===== config.mk =====
export PLATFORM = sky130hd
export DESIGN_NAME = xbyte_core
export DESIGN_NICKNAME = d
export VERILOG_FILES = /design/src/rtl/xbyte_pkg.sv /design/src/rtl/xbyte_decode.sv /design/src/rtl/xbyte_flaggen.sv /design/src/rtl/xbyte_regfile.sv /design/src/rtl/xbyte_core.sv
export SDC_FILE = /design/constraint.sdc
export NUM_CORES = 1
export LEC_CHECK = 0
export ABC_AREA = 0
export CORE_MARGIN = 3
export CORE_UTILIZATION = 30
export DETAILED_ROUTE_END_ITERATION = 10
export SYNTH_ARGS = -nofsm -noshare
export SYNTH_HDL_FRONTEND = slang
export SYNTH_SLANG_ARGS = --single-unit

===== constraint.sdc =====
create_clock -name clk -period 2 [get_ports clk]
set_input_delay 0.4 -clock clk [delete_from_list [all_inputs] [get_ports clk]]
set_output_delay 0.4 -clock clk [all_outputs]
set_load 0.1 [all_outputs]

===== src/rtl/xbyte_pkg.sv =====
// Package: shared encodings for the byte-serial exchange datapath.
// Assumes an 8-bit data path; flag bit positions are fixed by the flag layout.
package xbyte_pkg;

    localparam int DW     = 8;
    localparam int NREG   = 8;   // register slots addressed by a 3-bit code
    localparam int SELW   = $clog2(NREG);

    // Register target codes used by load-immediate
    localparam logic [SELW-1:0] RC_B   = 3'd0;
    localparam logic [SELW-1:0] RC_C   = 3'd1;
    localparam logic [SELW-1:0] RC_D   = 3'd2;
    localparam logic [SELW-1:0] RC_E   = 3'd3;
    localparam logic [SELW-1:0] RC_H   = 3'd4;
    localparam logic [SELW-1:0] RC_L   = 3'd5;
    localparam logic [SELW-1:0] RC_GAP = 3'd6;   // no register behind this code
    localparam logic [SELW-1:0] RC_A   = 3'd7;

    // Opcode values
    localparam logic [DW-1:0] OPC_XORI    = 8'hEE;
    localparam logic [DW-1:0] OPC_SWAP_DE = 8'hEB;
    localparam logic [DW-1:0] OPC_SWAP_BC = 8'hE3;

    // Flag bit positions
    localparam int FB_S  = 7;
    localparam int FB_Z  = 6;
    localparam int FB_AC = 4;
    localparam int FB_P  = 2;
    localparam int FB_CY = 0;

    typedef enum logic {
        ST_OPCODE = 1'b0,
        ST_IMMED  = 1'b1
    } fetch_st_t;

    typedef enum logic [1:0] {
        OK_NONE = 2'd0,
        OK_LDI  = 2'd1,
        OK_XORI = 2'd2,
        OK_SWAP = 2'd3
    } op_kind_t;

    typedef struct packed {
        op_kind_t        kind;
        logic [SELW-1:0] dst;
        logic            pair_de;
        logic            needs_imm;
    } dec_t;

endpackage


===== src/rtl/xbyte_decode.sv =====
// Module: xbyte_decode
// Purely combinational opcode classifier. It turns one opcode byte into an
// operation kind, a destination code, an exchange-pair select and a flag
// saying whether a data byte must follow. Assumes the caller presents it
// only with bytes in opcode position.
module xbyte_decode
    import xbyte_pkg::*;
(
    input  logic [DW-1:0] opc,
    output dec_t          dec
);

    logic is_ldi_shape;

    // Recognise the 00 rrr 110 load pattern, skipping the unused target code
    always_comb begin
        is_ldi_shape = (opc[7:6] == 2'b00) && (opc[2:0] == 3'b110)
                       && (opc[5:3] != RC_GAP);
    end

    // Classify the opcode; anything unmatched stays OK_NONE
    always_comb begin
        dec           = '0;
        dec.kind      = OK_NONE;
        if (is_ldi_shape) begin
            dec.kind      = OK_LDI;
            dec.dst       = opc[5:3];
            dec.needs_imm = 1'b1;
        end else if (opc == OPC_XORI) begin
            dec.kind      = OK_XORI;
            dec.dst       = RC_A;
            dec.needs_imm = 1'b1;
        end else if (opc == OPC_SWAP_DE) begin
            dec.kind      = OK_SWAP;
            dec.pair_de   = 1'b1;
        end else if (opc == OPC_SWAP_BC) begin
            dec.kind      = OK_SWAP;
            dec.pair_de   = 1'b0;
        end
    end

endmodule


===== src/rtl/xbyte_flaggen.sv =====
// Module: xbyte_flaggen
// Combinational XOR unit with flag formation. It produces the accumulator
// XOR immediate result and the full flag byte: S, Z and even parity from
// the result, AC and CY cleared, and the unused bits held at zero.
module xbyte_flaggen
    import xbyte_pkg::*;
(
    input  logic [DW-1:0] acc,
    input  logic [DW-1:0] imm,
    output logic [DW-1:0] result,
    output logic [DW-1:0] flags
);

    // Bitwise combine of accumulator and immediate
    always_comb begin
        result = acc ^ imm;
    end

    // Assemble the flag byte bit by bit from the result
    always_comb begin
        flags        = '0;
        flags[FB_S]  = result[DW-1];
        flags[FB_Z]  = (result == '0);
        flags[FB_AC] = 1'b0;
        flags[FB_P]  = ~(^result);
        flags[FB_CY] = 1'b0;
    end

endmodule


===== src/rtl/xbyte_regfile.sv =====
// Module: xbyte_regfile
// Holds the seven general registers, addressed by their 3-bit target
// codes, and the flag byte. One port writes a single register. A separate
// exchange command swaps HL with BC or DE in one edge. Assumes the control
// logic never raises a write and an exchange in the same cycle. The slot
// for code 6 has no storage and reads zero.
module xbyte_regfile
    import xbyte_pkg::*;
(
    input  logic                  clk,
    input  logic                  rst_n,
    input  logic                  wr_en,
    input  logic [SELW-1:0]       wr_sel,
    input  logic [DW-1:0]         wr_data,
    input  logic                  swap_en,
    input  logic                  swap_de,
    input  logic                  flag_en,
    input  logic [DW-1:0]         flag_data,
    output logic [NREG-1:0][DW-1:0] rq,
    output logic [DW-1:0]         flags
);

    for (genvar i = 0; i < NREG; i++) begin : g_slot
        if (i == int'(RC_GAP)) begin : g_gap
            assign rq[i] = '0;
        end else begin : g_reg
            logic [DW-1:0] val;
            logic [DW-1:0] swap_src;
            logic          swap_hit;

            // Pick the partner byte this slot takes during an exchange
            always_comb begin
                swap_hit = 1'b0;
                swap_src = val;
                case (i)
                    int'(RC_H): begin
                        swap_hit = 1'b1;
                        swap_src = swap_de ? rq[RC_D] : rq[RC_B];
                    end
                    int'(RC_L): begin
                        swap_hit = 1'b1;
                        swap_src = swap_de ? rq[RC_E] : rq[RC_C];
                    end
                    int'(RC_B): begin
                        swap_hit = !swap_de;
                        swap_src = rq[RC_H];
                    end
                    int'(RC_C): begin
                        swap_hit = !swap_de;
                        swap_src = rq[RC_L];
                    end
                    int'(RC_D): begin
                        swap_hit = swap_de;
                        swap_src = rq[RC_H];
                    end
                    int'(RC_E): begin
                        swap_hit = swap_de;
                        swap_src = rq[RC_L];
                    end
                    default: begin
                        swap_hit = 1'b0;
                        swap_src = val;
                    end
                endcase
            end

            // Slot storage: reset, direct write, or exchange
            always_ff @(posedge clk) begin
                if (!rst_n) begin
                    val <= '0;
                end else if (wr_en && (wr_sel == SELW'(i))) begin
                    val <= wr_data;
                end else if (swap_en && swap_hit) begin
                    val <= swap_src;
                end
            end

            assign rq[i] = val;
        end
    end

    // Flag byte storage, only touched by XOR-immediate
    always_ff @(posedge clk) begin
        if (!rst_n) begin
            flags <= '0;
        end else if (flag_en) begin
            flags <= flag_data;
        end
    end

    AST_SWAP_BC_HL: assert property (@(posedge clk) disable iff (!rst_n)
        (swap_en && !swap_de && !wr_en) |=>
            (rq[RC_H] == $past(rq[RC_B])) && (rq[RC_L] == $past(rq[RC_C])) &&
            (rq[RC_B] == $past(rq[RC_H])) && (rq[RC_C] == $past(rq[RC_L])))
        else $error("BC/HL exchange wrong");
    AST_SWAP_DE_HL: assert property (@(posedge clk) disable iff (!rst_n)
        (swap_en && swap_de && !wr_en) |=>
            (rq[RC_H] == $past(rq[RC_D])) && (rq[RC_L] == $past(rq[RC_E])) &&
            (rq[RC_D] == $past(rq[RC_H])) && (rq[RC_E] == $past(rq[RC_L])))
        else $error("DE/HL exchange wrong");
    AST_SWAP_KEEPS_A: assert property (@(posedge clk) disable iff (!rst_n)
        (swap_en && !wr_en && !flag_en) |=> $stable(rq[RC_A]) && $stable(flags))
        else $error("exchange disturbed A or flags");

endmodule


===== src/rtl/xbyte_core.sv =====
// Module: xbyte_core (top)
// Byte-serial execution unit. A two-state fetch sequencer takes one byte
// per valid cycle. A load-immediate or XOR-immediate opcode is held while
// its data byte is awaited, and the operation completes when that byte
// arrives. An exchange completes when its opcode is accepted. Unknown
// opcodes are dropped. Assumes no back-pressure: every valid byte is taken.
module xbyte_core
    import xbyte_pkg::*;
(
    input  logic          clk,
    input  logic          rst_n,
    input  logic          in_valid,
    input  logic [DW-1:0] in_byte,
    output logic          instr_done,
    output logic [DW-1:0] a_q,
    output logic [DW-1:0] b_q,
    output logic [DW-1:0] c_q,
    output logic [DW-1:0] d_q,
    output logic [DW-1:0] e_q,
    output logic [DW-1:0] h_q,
    output logic [DW-1:0] l_q,
    output logic [DW-1:0] flags_q
);

    fetch_st_t        state_q;
    op_kind_t         pend_kind_q;
    logic [SELW-1:0]  pend_dst_q;
    dec_t             dec;
    logic [NREG-1:0][DW-1:0] rq;
    logic [DW-1:0]    xor_res;
    logic [DW-1:0]    xor_flags;
    logic             wr_en;
    logic [SELW-1:0]  wr_sel;
    logic [DW-1:0]    wr_data;
    logic             swap_en;
    logic             swap_de;
    logic             flag_en;
    logic             finish;
    logic             take_op;
    logic             take_imm;

    xbyte_decode u_dec (
        .opc (in_byte),
        .dec (dec)
    );

    xbyte_flaggen u_flg (
        .acc    (rq[RC_A]),
        .imm    (in_byte),
        .result (xor_res),
        .flags  (xor_flags)
    );

    xbyte_regfile u_rf (
        .clk       (clk),
        .rst_n     (rst_n),
        .wr_en     (wr_en),
        .wr_sel    (wr_sel),
        .wr_data   (wr_data),
        .swap_en   (swap_en),
        .swap_de   (swap_de),
        .flag_en   (flag_en),
        .flag_data (xor_flags),
        .rq        (rq),
        .flags     (flags_q)
    );

    // Qualify the incoming byte by the sequencer position
    always_comb begin
        take_op  = in_valid && (state_q == ST_OPCODE);
        take_imm = in_valid && (state_q == ST_IMMED);
    end

    // Steer register writes, exchange and flag update for this edge
    always_comb begin
        wr_en   = 1'b0;
        wr_sel  = pend_dst_q;
        wr_data = in_byte;
        swap_en = 1'b0;
        swap_de = dec.pair_de;
        flag_en = 1'b0;
        finish  = 1'b0;
        if (take_imm) begin
            finish = 1'b1;
            wr_en  = 1'b1;
            if (pend_kind_q == OK_XORI) begin
                wr_sel  = RC_A;
                wr_data = xor_res;
                flag_en = 1'b1;
            end
        end else if (take_op && (dec.kind == OK_SWAP)) begin
            swap_en = 1'b1;
            finish  = 1'b1;
        end
    end

    // Fetch sequencer and pending-operation holding registers
    always_ff @(posedge clk) begin
        if (!rst_n) begin
            state_q     <= ST_OPCODE;
            pend_kind_q <= OK_NONE;
            pend_dst_q  <= '0;
        end else if (take_op && dec.needs_imm) begin
            state_q     <= ST_IMMED;
            pend_kind_q <= dec.kind;
            pend_dst_q  <= dec.dst;
        end else if (take_imm) begin
            state_q     <= ST_OPCODE;
            pend_kind_q <= OK_NONE;
        end
    end

    // Registered completion pulse, aligned with the updated outputs
    always_ff @(posedge clk) begin
        if (!rst_n) begin
            instr_done <= 1'b0;
        end else begin
            instr_done <= finish;
        end
    end

    assign a_q = rq[RC_A];
    assign b_q = rq[RC_B];
    assign c_q = rq[RC_C];
    assign d_q = rq[RC_D];
    assign e_q = rq[RC_E];
    assign h_q = rq[RC_H];
    assign l_q = rq[RC_L];

    AST_XORI_RESULT: assert property (@(posedge clk) disable iff (!rst_n)
        (take_imm && pend_kind_q == OK_XORI) |=> a_q == ($past(a_q) ^ $past(in_byte)))
        else $error("XOR result wrong");
    AST_XORI_FLAGS: assert property (@(posedge clk) disable iff (!rst_n)
        (take_imm && pend_kind_q == OK_XORI) |=>
            !flags_q[FB_CY] && !flags_q[FB_AC] && (flags_q[FB_P] == ~(^a_q)) &&
            (flags_q[FB_Z] == (a_q == '0)) && (flags_q[FB_S] == a_q[DW-1]))
        else $error("XOR flags wrong");
    AST_LDI_KEEPS_FLAGS: assert property (@(posedge clk) disable iff (!rst_n)
        (take_imm && pend_kind_q == OK_LDI) |=> $stable(flags_q))
        else $error("load changed flags");
    AST_IDLE_HOLDS: assert property (@(posedge clk) disable iff (!rst_n)
        !in_valid |=> !instr_done && $stable(rq) && $stable(flags_q))
        else $error("idle cycle changed state");
    AST_UNKNOWN_IGNORED: assert property (@(posedge clk) disable iff (!rst_n)
        (take_op && dec.kind == OK_NONE) |=>
            !instr_done && $stable(rq) && $stable(flags_q) && (state_q == ST_OPCODE))
        else $error("unknown opcode had an effect");
    AST_FIRST_BYTE_NO_DONE: assert property (@(posedge clk) disable iff (!rst_n)
        (take_op && dec.needs_imm) |=> !instr_done)
        else $error("done raised after first byte");

endmodule


After elaboration in Yosys (flattened, before gate mapping):

Index checks and enable logic that the tools add are counted.

* output and inout bits: 65
* register bits after elaboration: 66
* input bits: 11
* logic and storage cells: 93

* equal/unequal tests: 13
* bitwise operators: 3
* muxes and demuxes: 38
* reductions and logical operators: 27

Operator list (number)
* $mux W8: 16
* $eq A8 B8 Y1 const B: 3
* $logic_and A1 B1 Y1: 15
* $reduce_bool A2 Y1: 7
* $mux W1: 13
* $eq A3 B3 Y1 const B: 4
* $mux W2: 5
* $mux W3: 3
* $logic_not A8 Y1: 1
* $reduce_xor A8 Y1: 1
* $xor A8 B8 Y8: 1
* $eq A3 B2 Y1 const B: 2
* $mux W5: 1
* $eq A2 B2 Y1 const B: 2
* $eq A3 B1 Y1 const B: 1
* $logic_not A3 Y1: 1
* $ne A3 B3 Y1 const B: 1
* $logic_not A2 Y1: 1
* $not A1 Y1: 2
* $logic_not A1 Y1: 1

Logic depth before layout (Yosys ltp):

* depth after elaboration: 12
* gate-level depth with buffers: 9
* gate-level depth less buffers: 6

Hierarchy:

From an unflattened synthesis, not the netlist that was laid out.

* cell total of the unflattened synthesis: 430
* area, all modules: 3769.9 um2

Modules (own cells, without submodules)
* xbyte_regfile: cells each 330, sequential area each 1281.2 um2, instances 1, area each 2909.0 um2
* xbyte_core: cells each 48, sequential area each 140.1 um2, instances 1, area each 483.0 um2
* xbyte_flaggen: cells each 31, sequential area each 0.0 um2, instances 1, area each 234.0 um2
* xbyte_decode: cells each 21, sequential area each 0.0 um2, instances 1, area each 143.9 um2

Worst setup path after synthesis:

OpenSTA, ideal clock, no wires.

* path kind: input-to-reg
* from: input in_byte[3]
* to: register u_rf.flags[2]
* arrival time: 2.108 ns
* data required time: 1.926 ns
* setup time: 0.074 ns
* setup slack: -0.182 ns
* buffers on the path: 3
* stages: 9
* cells stage by stage: buf_2 buf_1 clkbuf_1 xnor2_1 ha_1 xnor2_1 xnor2_1 nand2_1 a21oi_1

* longest elaborated chain between the ends: 3

Ends and longest elaborated chain
* start, declared: line xbyte_core.sv:13 `input logic [DW-1:0] in_byte,`
* $xor A8 B8 Y8: line xbyte_flaggen.sv:16 `result = acc ^ imm;`
* $reduce_xor A8 Y1: line xbyte_flaggen.sv:25 `flags[FB_P] = ~(^result);`
* $not A1 Y1: line xbyte_flaggen.sv:25
* end signal, assigned: line xbyte_regfile.sv:87 `flags <= flag_data;`
* end, declared: line xbyte_regfile.sv:20 `output logic [DW-1:0] flags`

No other way between the ends.
A chain may end at the register's enable or synchronous reset.

Final worst setup path:

* from: input in_byte[4]
* to: register u_rf.g_slot[0].g_reg.val[6]

* longest elaborated chain between the ends: 11
* elaborated cells between the ends (all ways): 19
* those cells by class: 5 x eq/ne; 9 x mux; 5 x reduce/logical

Ends and longest elaborated chain
* $eq A8 B8 Y1: line xbyte_decode.sv:36 `end else if (opc == OPC_SWAP_BC) begin`
* $mux W2: line xbyte_decode.sv:36
* $mux W2: line xbyte_decode.sv:33 `end else if (opc == OPC_SWAP_DE) begin`
* $mux W2: line xbyte_decode.sv:29 `end else if (opc == OPC_XORI) begin`
* $mux W5: line xbyte_decode.sv:25 `if (is_ldi_shape) begin`
* $eq A2 B2 Y1: line xbyte_core.sv:91 `end else if (take_op && (dec.kind == OK_SWAP)) begin`
* $logic_and A1 B1 Y1: line xbyte_core.sv:91
* $mux W1: line xbyte_core.sv:91
* $mux W1: line xbyte_core.sv:83 `if (take_imm) begin`
* $logic_and A1 B1 Y1 (*): line xbyte_regfile.sv:73 `end else if (swap_en && swap_hit) begin`
* $reduce_bool A2 Y1 (no source line) (*)
* end signal, assigned: line xbyte_regfile.sv:72 `val <= wr_data;`
* end signal, assigned: line xbyte_regfile.sv:74 `val <= swap_src;`
* end, declared: line xbyte_regfile.sv:27 `logic [DW-1:0] val;`

Every way passes the cells marked *; elsewhere a longest branch is shown, timed or not.

==> results_dict.tcl <==
set metrics [dict create \
    cpMostUsedCell "buf_4" \
    synth_adder_area_share 0.0140 \
    p_per_area_nw_per_um2 634 \
    arrival_ns 2.25 \
    antenna_left 0 \
    dieHeight_um 115 \
    crit_path_start "in_byte[4]" \
    postCtsResizedCells 3 \
    viasPerCell 5.60 \
    cp-end-kind "flip-flop" \
    numCtsBuffers 9 \
    vias 3676 \
    cts_buffer_depth 2 \
    setup-violations-final 0 \
    rsz0062_at_grt "true" \
    synthCells 393 \
    grtUsageMet1 0.265 \
    placed_cells 641 \
    async_flop_share 0 \
    synth_common_cells "dfxtp_1, a21oi_1, nand2_1" \
    synthXorXnorAreaFrac 0.0269 \
    htreeDepth 3 \
    synth_edf_count 0 \
    synth.area.top_cells "dfxtp_1, mux2i_1, a21oi_1" \
    max_stage_delay_ns 0.54 \
    synth_compound_area_frac 0.241 \
    leakagePower_nw 2.22 \
    grt_pass1_wl_um 19400 \
    fin_nets 524 \
    start_util 0.311 \
    worst-r2r-cell-count 4 \
    globalplace.congestion 0.852 \
    drcViolationCount 0 \
    synthDistinctLibCells 50 \
    path_clk_slew_ns 0.05 \
    drive_above_1_share 0.346 \
    ys_seq_area_frac 0.369 \
    slew_viol_final 0 \
    worst_setup_path_start_kind "input pin" \
    diodes 0 \
    dp_hpwl_um 9200 \
    yosys.area.top_type "dfxtp_1" \
    hp-class "input pin to flip-flop" \
    die_area_um2 13300 \
    ioPinCount 76 \
    grt_pass1_vias 3507 \
    globalRoute.totalOverflow 0 \
    grt_max_degree 43 \
    max_freq_mhz 509 \
    root_buffer "clkbuf_16" \
    firstDrtPassIters 5 \
    ys_ff_latch 66 \
    min_from "rst_n" \
    yosys_warnings 0 \
    max-cap-violations 0 \
    tightestPinTransition_ns 0.600 \
    cp.depth 7 \
    grt_antenna_before_repair 0 \
    path_buf_inv 3 \
    cts_hold_buf 0 \
    hold_depth 3 \
    clk_latency_ns 0.34 \
    avgSynthCellArea_um2 9.10 \
    cts_num_sinks 66 \
    synth_top_family_by_area "compound AO/OA/AOI/OAI gates" \
    drtIter0Drc 304 \
    use_met3 0.0389 \
    synthFlopType "dfxtp_1" \
    met2_usage 0.294 \
    peakVddDrop_v 0.000367 \
    synthSimpleGateAreaFrac 0.186 \
    cp_top_family "buffers and inverters" \
    worst_path_max_delay_cell "clkdlybuf4s50_1" \
    std_cell_rows 39 \
    finalWirelength_um 12600 \
    hold_viol 0 \
    fin_cells 657 \
    worstReg2RegStart "pend_dst_q[1]$_SDFFE_PN0P_" \
    crit_chain "clkdlybuf4s50_1 -> and4b_2 -> buf_4 -> and4_2 -> buf_4 -> o32ai_1 -> a21o_1" \
    finalCritPeriodShare 0.983 \
    cts_tree "done" \
    grt.total_usage 0.192 \
    final_util 0.439 \
    portBuffers 70 \
    fin_skew_ns 0.00598 \
    wl_per_cell_um 19.1 \
    yosysTopAreaCellShare 0.369 \
    max-slew-margin-rel 0.595 \
    worst_ep_required_time_ns 2.28 \
    yosysMostFrequentCell "dfxtp_1" \
    syn_area_um2 3580 \
    cts_setup_buffers 0 \
    hold_ws_ns 0.424 \
    worstSetupPathType "input pin to flip-flop" \
    core_um2 11500 \
    crit_path_max_fanout 8 \
    synth_mux_area_frac 0.0867 \
    outcome "finished clean" \
    area_delta_synth_final_pct 41.5 \
    grt.busiest_layer "met2" \
    die_x_um 115 \
    setup_tns_ns 0 \
    post-route-min-period_ns 1.97 \
]
layout make-up:
class,count,area (um2)
clock buffers,14,264
inverters,10,37.5
well taps,143,179
fillers,1116,6450
repair buffers,139,1170
flip-flops and latches,66,1330
multi-input cells,283,2050
clock inverters,2,35.0
worst reg2reg max path: stages, from the launching register on:
cell     delay, ns
dfxtp_1       0.37
buf_4         0.17
or3b_1        0.52
or3_1         0.47
a21oi_1       0.17
cells by family after synthesis:
| family | after synthesis |
|---|---|
| AND/OR/NAND/NOR | 111 |
| XOR/XNOR | 11 |
| flip-flops | 66 |
| AO/OA/AOI/OAI | 122 |
| buffers and inverters | 48 |
| other | 1 |
| multiplexers | 30 |
| adder cells (fa/ha/maj) | 4 |
path summary, 6_finish.rpt:
path,slack [ns],to
setup reg to reg,0.22,u_rf.g_slot[1].g_reg.val[4]$_SDFFE_PN0P_
hold reg to reg,0.46,u_rf.flags[2]$_SDFFE_PN0P_
setup / recovery,0.03,u_rf.g_slot[0].g_reg.val[6]$_SDFFE_PN0P_
hold / removal,0.42,pend_dst_q[0]$_SDFFE_PN0P_
where the power goes:
part	internal (W)	switching [W]	total, W
Clock	0.00103	0.000562	0.00159
Combinational	0.000110	0.000183	0.000293
Sequential	0.00132	0.00000305	0.00132
Total	0.00246	0.000748	0.00321
state kept, by name, indices dropped and copies added (netlist names):
register and cells:
state_q 1, pend_dst_q 3, u_rf.flags 3, pend_kind_q 2, instr_done 1, u_rf.g_slot.g_reg.val 32
u_rf.g_slot.g_reg.swap_src 24
per-stage QoR:
stage               area [um2]  setup WS (ns)  power [W]
global route              5060       -0.00969    0.00330
global placement          4710         -0.416    0.00163
floorplan                 3600       0.000229    0.00153
detailed placement        4710         -0.445    0.00163
finish                    5060         0.0338    0.00321
CTS                       5020         0.0119    0.00322
per-layer routing:
layer | routed length, um | vias to the layer above | part of all wire
li1 | - | 1718 | -
met1 | 5590 | 1739 | 0.44
met2 | 5740 | 196 | 0.46
met3 | 982 | 23 | 0.078
met4 | 262 | 0 | 0.021
met5 | 0 | - | 0
placed cells by master (no fill, tap or decap), drive strengths merged, types with 9 or more instances in the layout:
| cell type | netlist | final |
|---|---|---|
| buf | 25 | 130 |
| dfxtp | 66 | 66 |
| a21oi | 36 | 36 |
| nand2 | 31 | 31 |
| mux2i | 22 | 22 |
| nand4 | 21 | 21 |
| nand3 | 20 | 20 |
| o21ai | 20 | 20 |
| a21o | 16 | 16 |
| clkbuf | 13 | 14 |
| o41ai | 13 | 13 |
| xnor2 | 11 | 11 |
| inv | 9 | 9 |
| and2 | 9 | 9 |
Note: power is estimated with default switching activity, not from simulation.
